--- config.mk ---
export PLATFORM = sky130hd
export DESIGN_NAME = adc_scan_seq
export DESIGN_NICKNAME = d
export VERILOG_FILES = /design/src/rtl/adcseq_pkg.sv /design/src/rtl/adcseq_trig.sv /design/src/rtl/adcseq_engine.sv /design/src/rtl/adcseq_regs.sv /design/src/rtl/adc_scan_seq.sv
export SDC_FILE = /design/constraint.sdc
export NUM_CORES = 1
export LEC_CHECK = 0
export BUFFER_PORTS_ARGS = -buffer_cell sky130_fd_sc_hd__buf_4
export CAP_MARGIN = 20
export CORE_MARGIN = 5
export CORE_UTILIZATION = 59
export DETAILED_ROUTE_END_ITERATION = 10
export PLACE_DENSITY = 0.8
export SYNTH_ARGS = -nofsm -noshare
export SYNTH_HDL_FRONTEND = slang
export SYNTH_SLANG_ARGS = --single-unit
export TNS_END_PERCENT = 30
--- constraint.sdc ---
create_clock -name clk -period 5.34 [get_ports clk]
set_input_delay 0.267 -clock clk [delete_from_list [all_inputs] [get_ports clk]]
set_output_delay 0.267 -clock clk [all_outputs]
set_load 0.02 [all_outputs]
--- src/rtl/adcseq_pkg.sv ---
package adcseq_pkg;
    localparam int CH_W      = 5;
    localparam int SEQ_DEPTH = 16;
    localparam int LEN_W     = $clog2(SEQ_DEPTH);
    localparam int TRIG_N    = 16;
    localparam int SEL_W     = $clog2(TRIG_N);

    localparam logic [7:0] A_STATUS = 8'h00;
    localparam logic [7:0] A_CTRL1  = 8'h04;
    localparam logic [7:0] A_CTRL2  = 8'h08;
    localparam logic [7:0] A_SEQ_A  = 8'h2C;
    localparam logic [7:0] A_SEQ_B  = 8'h30;
    localparam logic [7:0] A_SEQ_C  = 8'h34;
    localparam logic [7:0] A_DATA   = 8'h4C;

    localparam int B_EOC   = 1;
    localparam int B_STRT  = 4;
    localparam int B_EOCIE = 5;
    localparam int B_SCAN  = 8;
    localparam int B_POWER = 0;
    localparam int B_DMA   = 8;
    localparam int B_DDS   = 9;
    localparam int B_EOCS  = 10;
    localparam int B_LEN   = 20;
    localparam int B_SEL   = 24;
    localparam int B_MODE  = 28;
    localparam int B_SWGO  = 30;

    typedef enum logic [1:0] {
        START_SW   = 2'd0,
        START_RISE = 2'd1,
        START_FALL = 2'd2,
        START_BOTH = 2'd3
    } start_mode_e;

    typedef struct packed {
        start_mode_e      mode;
        logic [SEL_W-1:0] sel;
        logic             eoc_each;
        logic             dma_cont;
        logic             dma_en;
        logic             power;
    } ctrl2_t;

    // Entry index counts from 0; entries 0..5 live in seq_c, 6..11 in seq_b, 12..15 in seq_a.
    function automatic logic [CH_W-1:0] seq_entry(input logic [31:0] ra, input logic [31:0] rb,
                                                  input logic [31:0] rc, input logic [LEN_W-1:0] idx);
        logic [31:0] w;
        int unsigned k;
        k = 32'(idx);
        if (k < 6)       w = rc >> (CH_W * k);
        else if (k < 12) w = rb >> (CH_W * (k - 6));
        else             w = ra >> (CH_W * (k - 12));
        return w[CH_W-1:0];
    endfunction
endpackage

--- src/rtl/adcseq_trig.sv ---
module adcseq_trig
    import adcseq_pkg::*;
(
    input  logic              clk,
    input  logic              rst,
    input  logic [TRIG_N-1:0] trig_in,
    input  logic [SEL_W-1:0]  sel,
    input  start_mode_e       mode,
    output logic              fire
);
    logic [TRIG_N-1:0] rise;
    logic [TRIG_N-1:0] fall;

    generate
        for (genvar g = 0; g < TRIG_N; g++) begin : g_line
            logic s1, s2, prv;
            always_ff @(posedge clk) begin
                if (rst) begin
                    s1  <= 1'b0;
                    s2  <= 1'b0;
                    prv <= 1'b0;
                end else begin
                    s1  <= trig_in[g];
                    s2  <= s1;
                    prv <= s2;
                end
            end
            assign rise[g] = s2 & ~prv;
            assign fall[g] = ~s2 & prv;
        end
    endgenerate

    always_comb begin
        unique case (mode)
            START_RISE: fire = rise[sel];
            START_FALL: fire = fall[sel];
            START_BOTH: fire = rise[sel] | fall[sel];
            default:    fire = 1'b0;
        endcase
    end
endmodule

--- src/rtl/adcseq_engine.sv ---
module adcseq_engine
    import adcseq_pkg::*;
#(
    parameter int STAB_CYCLES = 8
) (
    input  logic             clk,
    input  logic             rst,
    input  logic             power,
    input  logic             scan,
    input  logic [LEN_W-1:0] last_idx,
    input  logic [31:0]      seq_a,
    input  logic [31:0]      seq_b,
    input  logic [31:0]      seq_c,
    input  logic             sw_start,
    input  logic             hw_fire,
    input  logic             conv_done,
    output logic             conv_req,
    output logic [CH_W-1:0]  conv_chan,
    output logic             seq_go,
    output logic             conv_fin,
    output logic             seq_end
);
    localparam int STAB_W = $clog2(STAB_CYCLES + 1);

    typedef enum logic [1:0] {S_IDLE, S_REQ, S_WAIT} st_e;

    st_e              st;
    logic [LEN_W-1:0] idx;
    logic             power_q;
    logic             pend;
    logic [STAB_W-1:0] stab_cnt;
    logic             idle, ready, ask;

    assign idle      = (st == S_IDLE);
    assign ready     = power & power_q & (stab_cnt == '0);
    assign ask       = (sw_start | hw_fire) & idle;
    assign seq_go    = ready & idle & (pend | ask);
    assign conv_req  = (st == S_REQ);
    assign conv_chan = seq_entry(seq_a, seq_b, seq_c, idx);
    assign conv_fin  = (st == S_WAIT) & conv_done;
    assign seq_end   = conv_fin & (~scan | (idx == last_idx));

    always_ff @(posedge clk) begin
        if (rst) begin
            st       <= S_IDLE;
            idx      <= '0;
            power_q  <= 1'b0;
            pend     <= 1'b0;
            stab_cnt <= '0;
        end else begin
            power_q <= power;
            if (!power)                stab_cnt <= '0;
            else if (!power_q)         stab_cnt <= STAB_W'(STAB_CYCLES);
            else if (stab_cnt != '0)   stab_cnt <= stab_cnt - 1'b1;
            pend <= power & ~seq_go & (pend | ask);
            if (!power) begin
                st <= S_IDLE;
            end else begin
                unique case (st)
                    S_IDLE: if (seq_go) begin
                        st  <= S_REQ;
                        idx <= '0;
                    end
                    S_REQ:  st <= S_WAIT;
                    S_WAIT: if (conv_fin) begin
                        if (seq_end) st <= S_IDLE;
                        else begin
                            idx <= idx + 1'b1;
                            st  <= S_REQ;
                        end
                    end
                    default: st <= S_IDLE;
                endcase
            end
        end
    end


    req_single_chk: assert property (@(posedge clk) disable iff (rst)
        conv_req |=> !conv_req);


    stab_hold_chk: assert property (@(posedge clk) disable iff (rst)
        conv_req |-> (power_q && stab_cnt == '0));
endmodule

--- src/rtl/adcseq_regs.sv ---
module adcseq_regs
    import adcseq_pkg::*;
#(
    parameter int DATA_W = 12
) (
    input  logic              clk,
    input  logic              rst,
    input  logic              bus_wr,
    input  logic              bus_rd,
    input  logic [7:0]        bus_addr,
    input  logic [31:0]       bus_wdata,
    output logic [31:0]       bus_rdata,
    input  logic              conv_fin,
    input  logic              seq_end,
    input  logic              seq_go,
    input  logic [DATA_W-1:0] conv_data,
    output logic              scan_en,
    output ctrl2_t            c2,
    output logic [31:0]       seq_a,
    output logic [31:0]       seq_b,
    output logic [31:0]       seq_c,
    output logic              sw_start,
    output logic              irq,
    output logic              dma_req
);
    logic              eoc_ie, eoc, strt, dma_halt;
    logic [DATA_W-1:0] data_q;
    logic              wr_stat, wr_c1, wr_c2, rd_data;

    assign wr_stat  = bus_wr && bus_addr == A_STATUS;
    assign wr_c1    = bus_wr && bus_addr == A_CTRL1;
    assign wr_c2    = bus_wr && bus_addr == A_CTRL2;
    assign rd_data  = bus_rd && bus_addr == A_DATA;
    assign sw_start = wr_c2 && bus_wdata[B_SWGO] && bus_wdata[B_MODE +: 2] == 2'b00;
    assign irq      = eoc & eoc_ie;

    always_ff @(posedge clk) begin
        if (rst) begin
            scan_en  <= 1'b0;
            eoc_ie   <= 1'b0;
            eoc      <= 1'b0;
            strt     <= 1'b0;
            c2       <= '0;
            seq_a    <= '0;
            seq_b    <= '0;
            seq_c    <= '0;
            data_q   <= '0;
            dma_req  <= 1'b0;
            dma_halt <= 1'b0;
        end else begin
            if (wr_stat) begin
                eoc  <= eoc & bus_wdata[B_EOC];
                strt <= strt & bus_wdata[B_STRT];
            end
            if (wr_c1) begin
                scan_en <= bus_wdata[B_SCAN];
                eoc_ie  <= bus_wdata[B_EOCIE];
            end
            if (wr_c2) begin
                c2.mode     <= start_mode_e'(bus_wdata[B_MODE +: 2]);
                c2.sel      <= bus_wdata[B_SEL +: SEL_W];
                c2.eoc_each <= bus_wdata[B_EOCS];
                c2.dma_cont <= bus_wdata[B_DDS];
                c2.dma_en   <= bus_wdata[B_DMA];
                c2.power    <= bus_wdata[B_POWER];
            end
            if (bus_wr && bus_addr == A_SEQ_A) seq_a <= bus_wdata;
            if (bus_wr && bus_addr == A_SEQ_B) seq_b <= bus_wdata;
            if (bus_wr && bus_addr == A_SEQ_C) seq_c <= bus_wdata;
            if (rd_data) eoc <= 1'b0;
            if (conv_fin) data_q <= conv_data;
            if (conv_fin && (c2.eoc_each || seq_end)) eoc <= 1'b1;
            if (seq_go) strt <= 1'b1;
            dma_req <= conv_fin & c2.dma_en & ~dma_halt;
            if (!c2.dma_en)                 dma_halt <= 1'b0;
            else if (seq_end && !c2.dma_cont) dma_halt <= 1'b1;
        end
    end

    always_comb begin
        bus_rdata = '0;
        unique case (bus_addr)
            A_STATUS: begin
                bus_rdata[B_EOC]  = eoc;
                bus_rdata[B_STRT] = strt;
            end
            A_CTRL1: begin
                bus_rdata[B_SCAN]  = scan_en;
                bus_rdata[B_EOCIE] = eoc_ie;
            end
            A_CTRL2: begin
                bus_rdata[B_POWER]         = c2.power;
                bus_rdata[B_DMA]           = c2.dma_en;
                bus_rdata[B_DDS]           = c2.dma_cont;
                bus_rdata[B_EOCS]          = c2.eoc_each;
                bus_rdata[B_SEL +: SEL_W]  = c2.sel;
                bus_rdata[B_MODE +: 2]     = c2.mode;
            end
            A_SEQ_A: bus_rdata = seq_a;
            A_SEQ_B: bus_rdata = seq_b;
            A_SEQ_C: bus_rdata = seq_c;
            A_DATA:  bus_rdata = {{(32-DATA_W){1'b0}}, data_q};
            default: bus_rdata = '0;
        endcase
    end


    rd_clear_chk: assert property (@(posedge clk) disable iff (rst)
        $past(rd_data && !conv_fin) |-> !eoc);


    strt_clear_chk: assert property (@(posedge clk) disable iff (rst)
        $past(wr_stat && !bus_wdata[B_STRT] && !seq_go) |-> !strt);


    dma_gate_chk: assert property (@(posedge clk) disable iff (rst)
        dma_req |-> $past(c2.dma_en));


    eoc_end_chk: assert property (@(posedge clk) disable iff (rst)
        ($rose(eoc) && !$past(c2.eoc_each)) |-> $past(seq_end));
endmodule

--- src/rtl/adc_scan_seq.sv ---
module adc_scan_seq
    import adcseq_pkg::*;
#(
    parameter int DATA_W      = 12,
    parameter int STAB_CYCLES = 8
) (
    input  logic              clk,
    input  logic              rst,
    input  logic              bus_wr,
    input  logic              bus_rd,
    input  logic [7:0]        bus_addr,
    input  logic [31:0]       bus_wdata,
    output logic [31:0]       bus_rdata,
    output logic              conv_req,
    output logic [CH_W-1:0]   conv_chan,
    input  logic              conv_done,
    input  logic [DATA_W-1:0] conv_data,
    input  logic [TRIG_N-1:0] hw_trig,
    output logic              irq,
    output logic              dma_req
);
    ctrl2_t      c2;
    logic        scan_en, sw_start, hw_fire, seq_go, conv_fin, seq_end;
    logic [31:0] seq_a, seq_b, seq_c;

    adcseq_regs #(.DATA_W(DATA_W)) u_regs (
        .clk(clk), .rst(rst),
        .bus_wr(bus_wr), .bus_rd(bus_rd), .bus_addr(bus_addr),
        .bus_wdata(bus_wdata), .bus_rdata(bus_rdata),
        .conv_fin(conv_fin), .seq_end(seq_end), .seq_go(seq_go),
        .conv_data(conv_data),
        .scan_en(scan_en), .c2(c2),
        .seq_a(seq_a), .seq_b(seq_b), .seq_c(seq_c),
        .sw_start(sw_start), .irq(irq), .dma_req(dma_req)
    );

    adcseq_trig u_trig (
        .clk(clk), .rst(rst), .trig_in(hw_trig),
        .sel(c2.sel), .mode(c2.mode), .fire(hw_fire)
    );

    adcseq_engine #(.STAB_CYCLES(STAB_CYCLES)) u_engine (
        .clk(clk), .rst(rst),
        .power(c2.power), .scan(scan_en),
        .last_idx(seq_a[B_LEN +: LEN_W]),
        .seq_a(seq_a), .seq_b(seq_b), .seq_c(seq_c),
        .sw_start(sw_start), .hw_fire(hw_fire), .conv_done(conv_done),
        .conv_req(conv_req), .conv_chan(conv_chan),
        .seq_go(seq_go), .conv_fin(conv_fin), .seq_end(seq_end)
    );
endmodule

=== Word level (Yosys, flattened, before mapping) ===
Index checks and enable logic that the tools add are counted.

* Memories: 0
* Bits of input ports: 73
* Output and inout port bits: 40
* Bits in read-only memories: 0
* Latch bits: 0
* Logic and storage cells: 246
* Memory bits (writable): 0
* Flip-flop bits (word level): 184

* Divide/modulo/power cells: 0
* Bitwise logic cells: 88
* Equality and inequality tests: 16
* Shifts and indexed selects: 3
* Muxes and demuxes: 33
* Reduce and logical (&&, ||, !) cells: 26
* Multiply operators: 3
* Order comparisons: 3
* $add $sub $neg: 4

{| class="wikitable"
|+ Operator list
! cell !! number
|-
| $mul 3x32->32 const A || 2
|-
| $shr 32x32->5 || 2
|-
| $pmux 13 s4 || 1
|-
| $and 1x1->1 || 46
|-
| $not 1->1 || 38
|-
| $shr 32x7->5 || 1
|-
| $eq 8x6->1 const B || 3
|-
| $pmux 6 s4 || 1
|-
| $mux 4 || 5
|-
| $pmux 1 s5 || 4
|-
| $pmux 2 s4 || 2
|-
| $pmux 2 s3 || 2
|-
| $logic_and 1x1->1 || 11
|-
| $mux 5 || 2
|-
| $pmux 2 s5 || 1
|-
| $bmux 1 s4 || 2
|-
| $eq 8x3->1 const B || 1
|-
| $eq 8x4->1 const B || 1
|-
| $eq 8x7->1 const B || 1
|-
| $logic_not 8->1 || 1
|-
| $mux 1 || 8
|-
| $pmux 4 s2 || 1
|-
| $mul 3x4->7 const A || 1
|-
| $eq 2x2->1 const B || 3
|-
| 26 further kinds || 36
|}

=== Longest topological paths before layout ===
Gate-level depths: netlist of the first run.

* Depth after elaboration: 13
* Mapped depth: 19
* Gate-level depth less buffers: 19

=== Modules after synthesis ===
Synthesis of the first run repeated with hierarchy kept, for this count alone.

* Cells, all modules: 1166
* Area total of the unflattened synthesis: 10511.3 um^2

{| class="wikitable"
|+ By module, submodules not included
! module !! area each (um^2) !! instances !! seq. area each (um^2) !! cells each
|-
| adcseq_regs || 5307.6 || 1 || 2482.4 || 665
|-
| adcseq_engine || 3488.3 || 1 || 240.2 || 333
|-
| adcseq_trig || 1715.4 || 1 || 960.9 || 168
|}

=== Worst setup path before layout of the first run ===
Ideal clock, no wire load.

* Kind: flip-flop to output port
* Start point: register u_engine.idx[3]
* End point: output port conv_chan[0]
* Slack: 1075 ps
* Data required time: 5073 ps
* Arrival: 3998 ps
* Cell stages (with the launch flop): 17
* Buffers on the path: 0
* Path through: dfxtp_1 inv_1 ha_1 a21oi_1 ha_1 ha_1 a21o_1 a21oi_1 inv_1 ha_1 nor4b_1 nand3_1 a31oi_1 nand2_1 o221a_2 a211oi_1 o31a_1

* Cells in the longest elaborated chain, start to end: 5

{| class="wikitable"
|+ Ends and longest elaborated chain
! element !! line !! RTL
|-
| from (decl) || adcseq_engine.sv:28 || <nowiki>logic [LEN_W-1:0] idx;</nowiki>
|-
| from (signal assigned) || adcseq_engine.sv:68 || <nowiki>idx <= idx + 1'b1;</nowiki>
|-
| $sub 4x4->5 or $sub 4x3->5 (tied branches) || adcseq_pkg.sv:53, adcseq_pkg.sv:52 ||
|-
| $mul 3x32->32 (on tied branches) || adcseq_pkg.sv:53, adcseq_pkg.sv:52 ||
|-
| $shr 32x32->5 (on tied branches) || adcseq_pkg.sv:53, adcseq_pkg.sv:52 ||
|-
| $mux 5 || adcseq_pkg.sv:52 || <nowiki>else if (k < 12) w = rb >> (CH_W * (k - 6));</nowiki>
|-
| $mux 5 (*) || adcseq_pkg.sv:51 || <nowiki>if (k < 6) w = rc >> (CH_W * k);</nowiki>
|-
| to (decl) || adc_scan_seq.sv:15 || <nowiki>output logic [CH_W-1:0] conv_chan,</nowiki>
|}

Mark *: on every way between the ends. The rest lies on a longest branch, timed or not.

=== Final worst setup path of the first run ===
* Start point: register u_engine.idx[2]
* End point: output port conv_chan[0]

The elaborated chain is that of the path after synthesis.

==> run summary, run 1 <==
detailed router's first-iteration violation count = 1140
initial antenna violation count = 0
startpoint types = register
number of distinct library cells after synthesis = 71
fin crit period = 4.86 ns
RSZ-0062 raised after global routing = no
die area = 20000 um2
vias in the first global route = 8918
Slew HR = 0.281
syn nets = 1318
complex-gate fraction of the synthesized area = 0.153
worst reg2reg path endpoint = u_engine.idx[2]
# IOs = 113
# diodes = 0
row cnt = 48
clk sink count = 184
die height = 142 um
DRT Wirelength = 29.9 mm
power per cell area = 243 nW/um2
endpoint type of the worst setup path = output pin
Worst Hold End = u_trig.g_line[5].s1
FF-to-FF Start = u_engine.idx[0]
r2r setup slk = 1.64 ns
proportion of synthesized area in mux cells = 0.184
Avg WL per Cell = 19.7 um
Setup Buffers After CTS = 0
worst-path fanout max = 7
worst skew pair latency = 0.45 ns
Finished Layout Cells = 1514
share of the synthesized area in the top cell type = 0.361
CTS H-Tree Depth = 4
GRT overflow = 0
first-pass GRT wire length = 47.7 mm
Reg clk slew, reported paths = 0.07 ns
CTS root buf = clkbuf_16
largest net degree at the start of global routing = 110
DP Cell Count = 1482
count leader, synth = nand2_1
total CTS buffers = 17
layout cells sized above 1 = 0.178
Vias = 9415
commonest register cell after synthesis = dfxtp_1
Synth top cells by count = nand2_1, dfxtp_1, a21oi_1
TNS Setup = 0 ns
Warnings, synthesis = 0
Worst Tran Pin Value = 1.08 ns
worst reg2reg path depth = 7
Clock Path Buffers = 2
ys async rst share = 0
largest family of logic cells by synthesized area = simple AND/OR/NAND/NOR gates
hold path depth = 2
core area = 17100 um2
Synth area leader = dfxtp_1
Simple-Gate Fraction of Synth Area = 0.215
drt pass-1 iters = 8
top post-synthesis cells by area = dfxtp_1, nand2_1, mux4_2
XOR/XNOR share of the synthesized area = 0.00686
final-report max-slew violation count = 0
Adder-Cell Fraction of Synth Area = 0.0333
Avg Cell Area, Syn = 8.37 um2
WS Path Type = reg -> out
status = complete, no violations
number of synthesized flops with an enable pin = 0
PortBufs = 112
sequential area share after synthesis = 0.361
Max-cap violations = 0
Peak VDD IR = 0.262 mV
area delta synth->final = 14.7%
nets = 1375
final setup fails = 0
Final ANT Viol Nets = 0
DRC viols = 0
max frequency = 206 MHz
Initial Util = 0.596
Final Hold Vio Count = 0
leakage = 4.32 nW
CTS tree = yes
Vias/cell = 6.22
Tcrit/Tclk final = 0.910
Tot GR Track Use = 0.299
class of the worst hold path = in -> reg
final hold slack = 0.0338 ns
post-synthesis register bit count = 184
Power Total = 2.84 mW
mapped cell area = 10200 um2
die width = 142 um
Max Clock Skew = 0.0152 ns
hold_sp = hw_trig[5]
WP data arrival = 4.59 ns
Post-Syn Instances = 1219
Critical Path RT = 5.07 ns
GPL Wtd Cong = 0.963
DP HPWL = 20.9 mm
-- how the worst max path moves through the flow --
stage | from | endpoint | slack (ns) | cells past startpoint
after detailed placement | u_engine.idx[2] | conv_chan[0] | 0.82 | 19
after CTS | u_engine.idx[2] | conv_chan[0] | 0.33 | 19
after global routing | u_engine.idx[2] | conv_chan[0] | 0.11 | 19
after global placement | u_engine.idx[2] | conv_chan[0] | 0.91 | 19
final | u_engine.idx[2] | conv_chan[0] | 0.48 | 19
after floorplan | u_engine.idx[3] | conv_chan[0] | 1.07 | 16
-- critical path: stages (launching register included) --
cell      delay [ns]
dfxtp_1         0.49
ha_1            0.22
inv_1           0.04
ha_1            0.26
inv_1           0.05
ha_1            0.27
ha_1            0.16
inv_1           0.06
fa_1            0.37
nor2b_1         0.24
o21ai_0         0.13
ha_1            0.20
nor4b_1         0.27
nand3_1         0.13
a31oi_2         0.32
nand2_1         0.12
o221a_2         0.28
a211oi_1        0.24
o31a_1          0.17
buf_4           0.13
-- power breakdown --
part           switching [mW]  internal, mW
sequential            0.00724          1.39
combinational          0.0609        0.0543
clock                   0.605         0.726
-- stage by stage --
stage | util | instance area, um2 | setup WS (ns)
after floorplan | - | 10200 | 1.07
after global placement | 0.647 | 11100 | 0.913
after detailed placement | 0.647 | 11100 | 0.821
after CTS | 0.684 | 11700 | 0.329
after global routing | 0.684 | 11700 | 0.109
final | 0.684 | 11700 | 0.480
-- registers in the layout, summed over array words and instances, names as in the netlist, 2 cells and up --
name	flops
u_engine.idx	4
u_engine.st	2
u_engine.stab_cnt	4
u_regs.c2	10
u_regs.data_q	12
u_regs.seq_a	32
u_regs.seq_b	32
u_regs.seq_c	32
u_trig.g_line.prv	16
u_trig.g_line.s1	16
u_trig.g_line.s2	16
-- repair_timing --
action	4_1_cts	5_1_grt
gates resized for setup	0	1
endpoints found under the setup margin	0	1
hold buffers	0	0
-- cells in the final DEF (no fill, tap or decap), drive strengths merged, types with 8 or more instances in the layout --
| cell | n |
|---|---|
| clkbuf | 18 |
| a21oi | 133 |
| nand2 | 305 |
| mux2 | 19 |
| buf | 126 |
| dfxtp | 184 |
| mux2i | 74 |
| o21ai | 49 |
| nand3 | 15 |
| nor2b | 58 |
| nor2 | 53 |
| ha | 24 |
| o211ai | 12 |
| mux4 | 41 |
| nand3b | 8 |
| a22oi | 16 |
| inv | 31 |
-- metal layers --
layer,part of all wire,vias up,global-route usage
met4,0.043,0,0.126
met1,0.40,4459,0.399
met5,0,-,0
met2,0.47,488,0.476
met3,0.091,92,0.0600
li1,-,4376,-
-- cell type report --
| class | instances | area [um2] |
|---|---|---|
| multi-input cells | 920 | 6070 |
| fillers | 1412 | 5410 |
| flip-flops and latches | 184 | 3690 |
| repair buffers | 126 | 946 |
| clock buffers | 18 | 439 |
| well taps | 225 | 282 |
| clock inverters | 14 | 185 |
| inverters | 27 | 101 |
-- cells by family after synthesis --
family                     Yosys count
AOI/OAI and AO/OA                  264
xor gates and xnor gates             8
adders and majority gates           26
buffers and inverters              115
DFF                                184
muxes                              134
and+or+nand+nor                    488
(Power assumes the default switching activity.)
==> run 2, diff against run 1 <==
--- a/config.mk
+++ b/config.mk
@@ -8,9 +8,8 @@
 export BUFFER_PORTS_ARGS = -buffer_cell sky130_fd_sc_hd__buf_4
 export CAP_MARGIN = 20
 export CORE_MARGIN = 5
-export CORE_UTILIZATION = 59
+export CORE_UTILIZATION = 45
 export DETAILED_ROUTE_END_ITERATION = 10
-export PLACE_DENSITY = 0.8
 export SYNTH_ARGS = -nofsm -noshare
 export SYNTH_HDL_FRONTEND = slang
 export SYNTH_SLANG_ARGS = --single-unit
==> run 2 against run 1 <==
  * Sequential power hardly changed
  * Worst hold slack worse by 0.013 ns
  * Via count is 3.4% lower
  * Sequential cell count stayed put
  * Die area is 29% higher
  * First-iteration DRC count is 29% lower
  * Clock power hardly changed
  * Total power is 1.2% lower
  * Sequential share of layout area is 0.13 points lower
  * Final cell count is 3.8% higher
  * Wire length is 6.1% higher
==> run summary, run 2 (synthesis gave the netlist of run 1 again) <==
worst reg2reg path endpoint = u_engine.idx[2]
largest net degree at the start of global routing = 105 (-4.5%)
initial antenna violation count = 0 (unchanged)
Final ANT Viol Nets = 0 (unchanged)
Vias = 9092 (-3.4%)
nets = 1373 (-0.15%)
Avg WL per Cell = 20.2 um (+2.2%)
startpoint types = register
CTS hold repair buffers = 0 (unchanged)
worst-path fanout max = 7 (unchanged)
endpoint type of the worst setup path = output pin
Final Hold Vio Count = 0 (unchanged)
total CTS buffers = 17 (unchanged)
Worst Tran Pin Value = 1.08 ns (+0.00624 ns)
Reg area = 3690 um2 (unchanged)
# diodes = 0 (unchanged)
vias in the first global route = 8830 (-0.99%)
die area = 25800 um2 (+29%)
most frequent cells in the layout = nand2_1, dfxtp_1, a21oi_1
DRC viols = 0 (unchanged)
row cnt = 55 (+15%)
Finished Layout Cells = 1572 (+3.8%)
crit path to = conv_chan[0]
DP HPWL = 22.8 mm (+8.8%)
footprint of the multi-input gates = 6070 um2 (+0.12%)
CTS root buf = clkbuf_16
drt pass-1 iters = 5 (-3)
Peak VDD IR = 0.178 mV (-32%)
area delta synth->final = 15.2%
class of the worst hold path = in -> reg
Setup Buffers After CTS = 0 (unchanged)
r2r setup slk = 1.78 ns (+0.14 ns)
status = complete, no violations
final setup fails = 0 (unchanged)
core area = 22500 um2 (+31%)
power per cell area = 239 nW/um2 (-1.6%)
die height = 161 um (+13%)
TNS Setup = 0 ns (unchanged)
first-pass GRT wire length = 50.3 mm (+5.3%)
clk sink count = 184 (unchanged)
Crit path depth = 19 (unchanged)
biggest regs = u_regs.seq_a: 32 flops, u_regs.seq_b: 32 flops, u_regs.seq_c: 32 flops
WP data arrival = 4.62 ns (+0.03 ns)
layout cells sized above 1 = 0.178 (+0.000276)
GPL Wtd Cong = 0.933 (-3.2%)
worst skew pair latency = 0.45 ns (about the same)
DRT Wirelength = 31.7 mm (+6.1%)
fill count = 2110 (+49%)
crit path max-delay cell type = dfxtp_1
WS Path Type = reg -> out
Clock Path Buffers = 2 (unchanged)
Max-cap violations = 0 (unchanged)
Worst path most repeated cell = ha_1
DP Cell Count = 1540 (+3.9%)
Tot GR Track Use = 0.246 (-0.0527)
max frequency = 205 MHz (-0.56%)
Reg clk slew, reported paths = 0.08 ns (about the same)
die width = 161 um (+13%)
critical-path cell list = ha_1, inv_1, ha_1, inv_1, ha_1, ha_1, inv_1, fa_1, nor2b_1, o21ai_0, ha_1, nor4b_1, nand3_1, a31oi_2, nand2_1, o221a_2, a211oi_1, o31a_1, buf_4
CTS H-Tree Depth = 4 (unchanged)
buffers and inverters on the worst path = 4 (unchanged)
CTS tree = yes
most common cell after layout, fill and taps aside = nand2_1
PortBufs = 112 (unchanged)
Slew HR = 0.277 (-0.00416)
Initial Util = 0.454 (-0.143)
FF-to-FF Start = u_engine.idx[0]
Max Clock Skew = 0.0115 ns (-0.00374 ns)
CP peak stage delay = 0.51 ns (+0.02 ns)
Critical Path Start = u_engine.idx[2]
fin crit period = 4.89 ns (+0.0273 ns)
# IOs = 113 (unchanged)
detailed router's first-iteration violation count = 809 (-29%)
RSZ-0062 raised after global routing = no
worst reg2reg path depth = 8 (+1)
final-report max-slew violation count = 0 (unchanged)
Tcrit/Tclk final = 0.915 (+0.00512)
Vias/cell = 5.78 (-7.0%)
delay-heaviest family, CP = adder cells
PostCTS Resize Cnt = 0 (unchanged)
GRT overflow = 0 (unchanged)
leakage = 4.30 nW (-0.49%)
Power Total = 2.81 mW (-1.2%)
Critical Path RT = 5.07 ns (about the same)
Finished Core Util = 0.522 (-0.162)
==> run 2: changes by cell type in the layout (fill, tap and decap cells not counted), sizes merged <==
cell / before / now
bufinv: 2 / 0
clkinvlp: 1 / 0
clkinv: 7 / 9
inv: 31 / 32
buf: 126 / 124
==> run 2: worst min path at each step <==
stage / startpoint / end / slack [ns] / depth (start not counted)
6_report: hw_trig[7] / u_trig.g_line[7].s1 / 0.02 / 2
2_1_floorplan: hw_trig[0] / u_trig.g_line[0].s1 / 0.40 / 1
5_1_grt: hw_trig[7] / u_trig.g_line[7].s1 / 0.006 / 2
4_1_cts: hw_trig[7] / u_trig.g_line[7].s1 / 0.008 / 2
3_5_place_dp: u_trig.g_line[7].s1 / u_trig.g_line[7].s2 / 0.42 / 1
3_3_place_gp: u_trig.g_line[15].s1 / u_trig.g_line[15].s2 / 0.42 / 1
==> run 2: report_power, final <==
part           switching [mW]  total, mW  internal (mW)  leakage (nW)
clock                   0.659       1.30          0.637         0.292
sequential            0.00690       1.39           1.39          1.49
combinational          0.0629      0.117         0.0543          2.51
total                   0.728       2.81           2.08          4.30
==> run 2: through the flow <==
step / area (um2) / worst slack, ns / hold slack [ns]
after floorplan: 10200 / 1.07 / 0.395
after global placement: 11100 / 0.964 / 0.415
after detailed placement: 11100 / 0.805 / 0.424
after CTS: 11800 / 0.331 / 0.00782
after global routing: 11800 / 0.108 / 0.00568
final: 11800 / 0.452 / 0.0208
==> run 2: layout make-up <==
| type | instances | share of cell area |
|---|---|---|
| Multi-Input combinational cell | 920 | 0.517 |
| Inverter | 27 | 0.00862 |
| Clock buffer | 18 | 0.0365 |
| Sequential cell | 184 | 0.314 |
| Tap cell | 285 | 0.0303 |
| Timing Repair Buffer | 124 | 0.0792 |
| Clock inverter | 14 | 0.0149 |
==> run 2: layer usage <==
layer	GRT usage	wire [um]
met5	0	0
met4	0.103	1200
met3	0.0539	2010
met2	0.388	14700
met1	0.329	13800
